===== src/rtl/be_chk_pkg.sv =====
package be_chk_pkg;

    typedef enum logic [1:0] {
        CLS_SINGLE = 2'd0,
        CLS_PAIR   = 2'd1,
        CLS_BURST  = 2'd2
    } len_class_e;

    typedef enum logic [2:0] {
        RSN_OK          = 3'd0,
        RSN_LAST_ON_ONE = 3'd1,
        RSN_FIRST_EMPTY = 3'd2,
        RSN_FIRST_GAP   = 3'd3,
        RSN_LAST_GAP    = 3'd4,
        RSN_PAIR_ALIGN  = 3'd5
    } reason_e;

    typedef enum logic {
        RES_IDLE  = 1'b0,
        RES_FRESH = 1'b1
    } res_state_e;

    typedef struct packed {
        logic    legal;
        reason_e reason;
        logic    flush;
        logic    noeffect;
    } verdict_t;

endpackage


===== src/rtl/be_rule_eval.sv =====
module be_rule_eval
    import be_chk_pkg::*;
#(
    parameter int BE_W = 4
) (
    input  len_class_e       cls,
    input  logic [BE_W-1:0]  first_be,
    input  logic [BE_W-1:0]  last_be,
    input  logic             first_contig,
    input  logic             last_contig,
    input  logic             addr2,
    input  logic             is_write,
    output verdict_t         verdict
);
    logic fb_empty;
    logic lb_empty;
    logic pass_last_one;
    logic pass_first_empty;
    logic pass_first_gap;
    logic pass_last_gap;
    logic pass_pair_align;
    logic empty_single;

    assign fb_empty = ~|first_be;
    assign lb_empty = ~|last_be;

    // Per-rule pass bits, used for the legal flag.
    always_comb begin
        pass_last_one    = 1'b1;
        pass_first_empty = 1'b1;
        pass_first_gap   = 1'b1;
        pass_last_gap    = 1'b1;
        pass_pair_align  = 1'b1;
        unique case (cls)
            CLS_SINGLE: begin
                pass_last_one = lb_empty;
            end
            CLS_PAIR: begin
                pass_first_empty = !fb_empty;
                pass_pair_align  = !addr2 || (first_contig && last_contig);
            end
            CLS_BURST: begin
                pass_first_empty = !fb_empty;
                pass_first_gap   = first_contig;
                pass_last_gap    = last_contig;
            end
            default: begin
                pass_last_one = 1'b0;
            end
        endcase
    end

    assign empty_single = (cls == CLS_SINGLE) && fb_empty && lb_empty;

    // Reason code: first failing rule in priority order.
    always_comb begin
        verdict.legal    = pass_last_one & pass_first_empty & pass_first_gap
                         & pass_last_gap & pass_pair_align;
        verdict.flush    = empty_single && !is_write;
        verdict.noeffect = empty_single && is_write;
        if (!pass_last_one)         verdict.reason = RSN_LAST_ON_ONE;
        else if (!pass_first_empty) verdict.reason = RSN_FIRST_EMPTY;
        else if (!pass_first_gap)   verdict.reason = RSN_FIRST_GAP;
        else if (!pass_last_gap)    verdict.reason = RSN_LAST_GAP;
        else if (!pass_pair_align)  verdict.reason = RSN_PAIR_ALIGN;
        else                        verdict.reason = RSN_OK;
    end
endmodule


===== config.mk =====
export PLATFORM = sky130hd
export DESIGN_NAME = be_rule_eval
export DESIGN_NICKNAME = d
export VERILOG_FILES = /design/src/rtl/be_chk_pkg.sv /design/src/rtl/be_rule_eval.sv
export SDC_FILE = /design/constraint.sdc
export NUM_CORES = 1
export LEC_CHECK = 0
export BUFFER_PORTS_ARGS = -buffer_cell sky130_fd_sc_hd__buf_2
export CAP_MARGIN = 20
export CORE_AREA = 3 3 40 42
export DETAILED_ROUTE_END_ITERATION = 10
export DIE_AREA = 0 0 43 45
export SLEW_MARGIN = 20
export SYNTH_ARGS = -nofsm -noshare
export SYNTH_HDL_FRONTEND = slang
export SYNTH_SLANG_ARGS = --single-unit
export TNS_END_PERCENT = 10

===== constraint.sdc =====
create_clock -name vclk -period 1.3
set_input_delay 0.26 -clock vclk [all_inputs]
set_output_delay 0.26 -clock vclk [all_outputs]
set_load 0.02 [all_outputs]

After elaboration in Yosys (flattened, before gate mapping)
Cells that the tools add are included.
{"block": "word_totals", "word_cells": 30, "regBits": 0, "latchBits": 0, "mem_count": 0, "ram_bits": 0, "mem_bits_ro": 0, "output_inout_bits": 6}
{"block": "classes", "mux": 10, "reduce_logical": 14, "bitwise": 4, "multipliers": 0, "div": 0, "n_addsub": 0, "n_eq_ne": 2, "n_lt_le_gt_ge": 0, "shifts": 0}
{"op": "2-to-1 mux 3 bit", "n": 5}
{"op": "OR reduction 4 bit", "n": 2}
{"op": "logical AND 1 bit", "n": 5}
{"op": "bitwise AND 1 bit", "n": 4}
{"op": "logical NOT 1 bit", "n": 4}
{"op": "2-to-1 mux 1 bit", "n": 4}
{"op": "== test 2 x 1 -> 1 bit (second input constant)", "n": 1}
{"op": "== test 2 bit (second input constant)", "n": 1}
{"op": "logical NOT 2 bit", "n": 1}
{"op": "case mux 1 bit (2 select lines)", "n": 1}
{"op": "OR reduction 2 bit", "n": 1}
{"op": "logical OR 1 bit", "n": 1}

Depth between registers and ports, before layout
Gate-level depths: netlist (run 1).
{"block": "logic_depth", "depth_word": 8, "mapped_depth": 4, "ltp_nobuf": 4}

Worst setup path after synthesis (run 1)
Ideal clock, no wire load.
{"block": "synth_timing", "path_type": "input port to output port", "startpoint": "input cls[0]", "endpoint": "output verdict[5] (netlist name)", "arrival_time_ns": 1.551, "cell_stages": 4, "path_buffers": 0, "required_time_ns": 1.040, "path_slack_ns": -0.511, "path_cell_list": "inv_1 > ha_1 > a22o_4 > nor4_1"}
{"item": "start: declaration", "line": "be_rule_eval.sv:6", "source": "input len_class_e cls,"}
{"item": "end: declaration", "line": "be_rule_eval.sv:13", "source": "output verdict_t verdict"}

==> summary.txt, run 1 <==
Timing
  – Slew Limit Fails: 0
  – Final setup vio count: 6
  – RSZ-0062 raised after global routing: yes
  – Rel. slew slack: 79.5%
  – Max Freq: ~650 MHz
  – Slew of the pin with the lowest slew margin: just over 300 ps
  – Final worst path period share: 119%
  – Final WS setup: -241 ps
  – Final hold vios: 0
  – Tmin final: around 1500 ps

GRT
  – Grt total ovfl: 0
  – Gr usage total: roughly 5.8%
  – First-pass GRT wire length: about 960 um
  – Initial antenna violation count: 0
  – Vias in the first global route: around 240
  – Largest net degree at the start of global routing: 5

Finish
  – Final core occ: 37.0%
  – Inserted Diodes: 0
  – Sequential Area: 0 um^2
  – Net count, final: 67
  – Post-Layout Cell Count: between 60 and 70
  – Share of layout cells above drive strength 1: a little over two thirds
  – Fin area: roughly 480 um^2
  – Synthesis-to-layout area growth: 117%
  – Clock buffer count: 0
  – Seq Cell Count: 0
  – Fillers: 132

Power
  – Worst vdd ir: approximately 0.12 mV
  – Cell Pwr Density: 326 nW/um^2
  – Pwr Total: 155 uW
  – Leakage: ~0.22 nW

Route
  – DRT antenna net count: 0
  – Drt via density: between 4 and 5
  – Final wirelength: between 500 and 600 um
  – DRC: 0
  – Drt pass-1 iters: 2
  – Total number of vias: 263
  – Iteration-0 DRC Markers: 3
  – Wirelength per Cell: about 9.4 um

Worst hold path
  – Worst hold path class: in -> out
  – Hold Path End: verdict[1]
  – Hold path startpoint: is_write
  – Hold Path Depth: 3

Worst setup path
  – Max FO, Critical Path: 4
  – Slowest cell delay on critical path: 350 ps
  – Req. time, crit path: between 1000 and 1500 ps
  – Crit-path cells: buf_6 > nor4_4 > a21oi_4 > nor4b_4 > buf_4
  – Worst Setup Path Type: in -> out
  – Crit path buffers/inverters: 2
  – CP startpoint: last_be[0]
  – Startpoint types: primary input
  – CP max stage cell: nor4_4
  – Critical path data arrival time: approximately 1300 ps
  – CP Capture Type: primary output
  – Cell family with most CP delay: simple AND/OR/NAND/NOR gates

Synthesis
  – Synth Instances: 25
  – Post-Syn Nets: 43
  – Syn avg cell area: slightly below 9 um^2
  – Yosys cell types: 15
  – Post-synthesis sequential area ratio: 0%
  – Leading post-synthesis cells by cell area: ha_1 23%, nor4_4 19%, inv_1 8.6%, a22o_4 8.0%, nor4b_2 6.9%
  – Post-synthesis cell area: 219 um^2
  – Yosys warns: 0
  – Yosys top cell by area: ha_1
  – Area share of the largest cell type after synthesis: a little under a quarter

Placement
  – Routability congestion estimate from global placement: 0.636
  – Worst slack, placed: -392 ps
  – Port Buffer Count: 20
  – Area after DPL: 404 um^2
  – Post-DP HPWL: around 500 um
  – Cell Count Post-Placement: 61

Floorplan
  – Die span in x: 43 um
  – Row cnt: 13
  – I/O pins: 20
  – Starting Density: between 10% and 20%
  – Die area: 1940 um^2
  – Die H: between 40 and 50 um
  – Core area: roughly 1300 um^2

Run status
  – Failing checks: negative setup slack
  – Outcome: finished, violations left

Run
  – Max-Cap Viols: 0

Clock tree
  – Hold Buf Count CTS: 0
worst min-delay path, stage by stage:
cell,delay (ps)
buf_2,90
nor2_1,40
buf_4,140
per-layer routing:
layer	routed length (um)	GRT usage, %
met5	0	0
met4	0	0
met3	53	0.398
met2	289	11.4
met1	239	7.38
per-stage QoR:
step	hold WS, ps	setup TNS [ps]
floorplan	600	-289
global placement	784	-1670
detailed placement	790	-1660
CTS	791	-1300
global route	807	-1550
finish	791	-1170
worst max path at each step:
| stage | slack [ps] | depth (start not counted) | end |
|---|---|---|---|
| 2_1_floorplan | -110 | 4 | verdict[4] |
| 3_3_place_gp | -390 | 6 | verdict[4] |
| 3_5_place_dp | -390 | 6 | verdict[4] |
| 4_1_cts | -250 | 5 | verdict[4] |
| 5_1_grt | -290 | 5 | verdict[5] |
| 6_report | -240 | 5 | verdict[4] |
logic make-up after synthesis:
kind of cell,after synthesis,synth area share (%)
buffers and inverters,5,8.57
adders and majority gates,4,22.9
and+or+nand+nor,10,41.7
AOI/OAI and AO/OA,6,26.9
cells in the mapped netlist:
library cell / n
a21o_1: 1
a21oi_2: 1
a22o_4: 1
a311o_1: 1
a32o_1: 1
ha_1: 4
inv_1: 5
nand2_1: 2
nand3_1: 1
nor2_1: 2
nor3b_1: 1
nor4_1: 1
nor4_4: 2
nor4b_2: 1
o21ai_0: 1
area by class of cell:
type               instances  area, um^2  area share [%]
multi-input cells         20         251            52.9
repair buffers            22         171            36.1
inverters                  5        33.8            7.11
well taps                 15        18.8            3.95
report_power, final:
part / internal, mW / leakage (nW) / switching, mW / total (mW)
combinational: 0.0822 / 0.218 / 0.0726 / 0.155
sequential: 0 / 0 / 0 / 0
clock: 0 / 0 / 0 / 0
cells in the final DEF, fill, tap and decap left out:
cell type,n
buf_6,7
inv_12,1
buf_4,7
a21oi_4,1
nand3_1,1
nor3b_2,1
a311o_1,1
nor4_4,3
a32o_1,1
inv_1,3
ha_2,1
a22o_4,1
inv_4,1
buf_2,8
a21o_1,1
nor2_1,2
nand2_1,2
ha_1,2
nor4b_4,1
o21ai_0,1
ha_4,1
repair_timing:
| action | CTS | global route |
|---|---|---|
| endpoints found under the setup margin | 6 | 6 |
| endpoints found under the hold margin | 0 | 0 |
| pin swaps | 6 | 3 |
| setup buffers | 0 | 1 |
| resized for setup | 13 | 3 |
Note: power is estimated with default switching activity, not from simulation.
==> run 2, diff against run 1 <==
--- a/config.mk
+++ b/config.mk
@@ -10,6 +10,8 @@
 export CORE_AREA = 3 3 40 42
 export DETAILED_ROUTE_END_ITERATION = 10
 export DIE_AREA = 0 0 43 45
+export PLACE_DENSITY = 0.4
+export SETUP_SLACK_MARGIN = 0.05
 export SLEW_MARGIN = 20
 export SYNTH_ARGS = -nofsm -noshare
 export SYNTH_HDL_FRONTEND = slang
==> constraint.sdc (replaced) <==
create_clock -name vclk -period 1.61
set_input_delay 0.322 -clock vclk [all_inputs]
set_output_delay 0.322 -clock vclk [all_outputs]
set_load 0.02 [all_outputs]
==> summary.txt, run 2 (synthesis gave the netlist of run 1 again) <==
Finish
  – Synthesis-to-layout area growth: 142%
  – Clock buffer count: 0
  – Seq Cell Count: 0
  – Multi-input gate area: approximately 270 um^2
  – Inserted Diodes: 0
  – Net count, final: 73
  – Most common cell after layout, fill and taps aside: buf_2
  – Final core occ: between 40% and 50%
  – Most frequent cells in the layout: 10 x buf_2, 9 x buf_4, 8 x buf_6
  – Sequential Area: 0 um^2
  – Share of layout cells above drive strength 1: between 70% and 80%
  – Fillers: around 140
  – Fin area: ~530 um^2

Route
  – DRC: 0
  – Drt via density: about 4.2
  – Drt pass-1 iters: 3
  – Final wirelength: around 630 um
  – Iteration-0 DRC Markers: 4
  – DRT antenna net count: 0
  – Wirelength per Cell: 9.28 um
  – Total number of vias: approximately 290

Worst setup path
  – Startpoint types: primary input
  – CP Capture Type: primary output
  – Req. time, crit path: about 1300 ps
  – Max FO, Critical Path: 3
  – Worst Setup Path Type: in -> out
  – Critical path data arrival time: approximately 1400 ps

Clock tree
  – Hold Buf Count CTS: 0

Placement
  – Area after DPL: 419 um^2
  – Routability congestion estimate from global placement: roughly 0.7
  – Port Buffer Count: 20
  – Worst slack, placed: -174 ps
  – Post-DP HPWL: ~520 um

Floorplan
  – Core area: about 1300 um^2
  – Die H: around 45 um
  – I/O pins: 20
  – Die span in x: 43 um
  – Starting Density: 17.0%
  – Row cnt: 13
  – Die area: roughly 1900 um^2

Timing
  – Rel. slew slack: 79.7%
  – Slew of the pin with the lowest slew margin: 305 ps
  – Max Freq: 592 MHz
  – Final setup vio count: 4
  – RSZ-0062 raised after global routing: yes
  – Tmin final: 1690 ps
  – Final hold vios: 0
  – Final WS setup: -79.6 ps
  – Worst Hold Margin: between 900 and 1000 ps
  – Final worst path period share: 105%
  – Slew Limit Fails: 0

Worst hold path
  – Hold Path Depth: 3
  – Hold path startpoint: is_write
  – Worst hold path class: in -> out
  – Hold Path End: verdict[1]

GRT
  – Largest net degree at the start of global routing: 5
  – Grt total ovfl: 0
  – Initial antenna violation count: 0
  – First-pass GRT wire length: around 1100 um
  – Gr usage total: 6.88%
  – Vias in the first global route: ~270

Run
  – Max-Cap Viols: 0

Power
  – Worst vdd ir: between 0.09 and 0.1 mV
  – Leakage: approximately 0.25 nW
  – Cell Pwr Density: about 270 nW/um^2

Run status
  – Failing checks: negative setup slack
  – Outcome: finished, violations left
-- run 2: critical path, cell delays in order --
cell and delay [ps]:
buf_2 110, nor4_4 330, nand2_1 90, a311o_1 380
buf_6 140
-- run 2: worst max-delay path by stage --
| stage | from | end | slack, ps | cells past startpoint |
|---|---|---|---|---|
| after CTS | cls[1] | verdict[4] | -110 | 6 |
| after detailed placement | cls[0] | verdict[4] | -170 | 6 |
| after floorplan | cls[0] | verdict[4] | 0.6 | 4 |
| after global placement | cls[1] | verdict[5] | -180 | 7 |
| final | first_be[1] | verdict[2] | -80 | 5 |
| after global routing | last_be[1] | verdict[4] | -160 | 6 |
-- run 2: area by class of cell --
cell class / instances / area share, %
multi-input combinational: 20 / 50.5
inverter: 5 / 4.01
tap: 15 / 3.54
timing repair buffer: 28 / 42.0
-- run 2: power by group --
group	total, mW	leakage [nW]	switching [mW]	internal (mW)
clock	0	0	0	0
combinational	0.141	0.251	0.0617	0.0791
sequential	0	0	0	0
total	0.141	0.251	0.0617	0.0791
-- run 2: repair_timing --
item	in CTS	in global routing
resized for setup	24	2
pin swaps	11	6
endpoints found under the setup margin	6	6
setup buffers	0	1
-- run 2: layer usage --
metal  global-route usage [%]  routed length [um]  vias up
met1                     8.10                 242      127
li1                         -                   -      149
met3                    0.797                  53        0
met2                     14.1                 335        9
met4                        0                   0        0
met5                        0                   0        -
-- run 2: metrics by stage --
stage	power, mW	cells	setup TNS [ps]
after global routing	0.152	68	-489
after floorplan	0.0575	25	0
after global placement	0.109	67	-633
after CTS	0.135	67	-311
after detailed placement	0.108	67	-606
final	0.141	68	-238
==> run 3, diff against run 2 <==
--- a/config.mk
+++ b/config.mk
@@ -6,11 +6,10 @@
 export NUM_CORES = 1
 export LEC_CHECK = 0
 export BUFFER_PORTS_ARGS = -buffer_cell sky130_fd_sc_hd__buf_2
-export CAP_MARGIN = 20
 export CORE_AREA = 3 3 40 42
 export DETAILED_ROUTE_END_ITERATION = 10
 export DIE_AREA = 0 0 43 45
-export PLACE_DENSITY = 0.4
+export PLACE_DENSITY = 0.46
 export SETUP_SLACK_MARGIN = 0.05
 export SLEW_MARGIN = 20
 export SYNTH_ARGS = -nofsm -noshare
==> summary.txt, run 3 (synthesis gave the netlist of run 1 again) <==
GRT
  – Largest net degree at the start of global routing: 5
  – First-pass GRT wire length: 1240 um
  – Gr usage total: approximately 8%
  – Grt total ovfl: 0
  – Initial antenna violation count: 0
  – Vias in the first global route: about 290

Power
  – Psw: approximately 64 uW
  – Cell Pwr Density: 272 nW/um^2
  – Switching Fraction: between 40% and 50%
  – Gate power share: 100.0%
  – Power share of the clock group: 0%
  – Internal Pwr Total: 75.5 uW
  – Sequential fraction of design power: 0%
  – Leakage: roughly 0.23 nW
  – Worst vdd ir: slightly below 0.09 mV

Finish
  – Synthesis-to-layout area growth: 135%
  – Share of layout cells above drive strength 1: slightly below 80%
  – Final core occ: 40.0%
  – Fin area: between 500 and 600 um^2
  – Sequential Area: 0 um^2
  – Seq Cell Count: 0
  – Most common cell after layout, fill and taps aside: buf_2
  – Fillers: about 130
  – Most frequent cells in the layout: 10 x buf_2, 7 x buf_6, 4 x buf_4
  – Net count, final: 68
  – Clock buffer count: 0
  – Multi-input gate area: approximately 280 um^2
  – Inserted Diodes: 0

Timing
  – Max Freq: a little under 600 MHz
  – Final WS setup: -67.8 ps
  – Final setup vio count: 4
  – Slew of the pin with the lowest slew margin: 290 ps
  – RSZ-0062 raised after global routing: yes
  – Worst Hold Margin: 910 ps
  – Rel. slew slack: 80.5%
  – Slew Limit Fails: 0
  – Final worst path period share: 104%
  – Tmin final: between 1500 and 2000 ps
  – Final hold vios: 0

Worst setup path
  – Cell family with most CP delay: buffers and inverters
  – Crit-path cells: buf_8 > inv_6 > ha_4 > buf_4 > a21oi_4 > a311o_1 > buf_6
  – CP Capture Type: primary output
  – Crit path buffers/inverters: 4
  – Slowest cell delay on critical path: between 200 and 250 ps
  – Req. time, crit path: approximately 1300 ps
  – Max FO, Critical Path: 4
  – CP max stage cell: a21oi_4
  – Worst Setup Path Type: in -> out
  – WP depth: 7
  – Critical path data arrival time: 1360 ps
  – Startpoint types: primary input

Floorplan
  – Die area: slightly below 2000 um^2
  – Core area: 1280 um^2
  – Starting Density: between 10% and 20%
  – Die span in x: 43 um
  – Die H: roughly 45 um
  – I/O pins: 20
  – Row cnt: 13

Placement
  – Port Buffer Count: 20
  – Area after DPL: ~370 um^2
  – Post-DP HPWL: 538 um
  – Routability congestion estimate from global placement: around 0.6

Route
  – Drt via density: about 4.4
  – Drt pass-1 iters: 4
  – Iteration-0 DRC Markers: 1
  – Total number of vias: 280
  – Wirelength per Cell: 11.2 um
  – Final wirelength: around 710 um
  – DRT antenna net count: 0
  – DRC: 0

Run status
  – Outcome: finished, violations left
  – Failing checks: negative setup slack

Run
  – Max-Cap Viols: 0

Worst hold path
  – Hold Path Depth: 3
  – Worst hold path class: in -> out
-- run 3: cell count changes in the layout (fill, tap and decap cells not counted), sizes merged --
cell,before,now
buf,28,23
-- run 3: power groups by stage --
| stage | Sequential (mW) | Combinational (mW) | Clock [mW] |
|---|---|---|---|
| floorplan | 0 | 0.0575 | 0 |
| global placement | 0 | 0.0964 | 0 |
| detailed placement | 0 | 0.0966 | 0 |
| CTS | 0 | 0.139 | 0 |
| global route | 0 | 0.150 | 0 |
| finish | 0 | 0.140 | 0 |
-- run 3: through the flow --
step / total power, mW / cells / setup TNS [ps] / setup WS [ps]
6_report: 0.140 / 63 / -170 / -67.8
3_3_place_gp: 0.0964 / 61 / -590 / -171
4_1_cts: 0.139 / 63 / -197 / -72.9
2_1_floorplan: 0.0575 / 25 / 0 / 0.599
3_5_place_dp: 0.0966 / 61 / -589 / -168
5_1_grt: 0.150 / 63 / -417 / -122
-- run 3: repair_timing --
action | 4_1_cts | 5_1_grt
hold buffers | 0 | 0
pin swaps | 9 | 3
setup buffers | 2 | 0
resized for setup | 29 | 0
endpoints found under the setup margin | 4 | 6
-- run 3: path summary, 6_finish.rpt --
| kind | start | end | slack [ps] |
|---|---|---|---|
| setup / recovery | cls[1] | verdict[2] | -70 |
| hold / removal | is_write | verdict[1] | 910 |
-- run 3: final cells by class --
cell class	instances	share of cell area [%]
inverter	5	5.60
tap	15	3.65
timing repair buffer	23	36.7
multi-input combinational	20	54.0
-- run 3: routing by layer --
metal | wire [um] | global-route usage, % | up-vias
li1 | - | - | 140
met1 | 266 | 9.76 | 125
met2 | 369 | 15.9 | 15
met3 | 70 | 0.797 | 0
met4 | 0 | 0 | 0
met5 | 0 | 0 | -
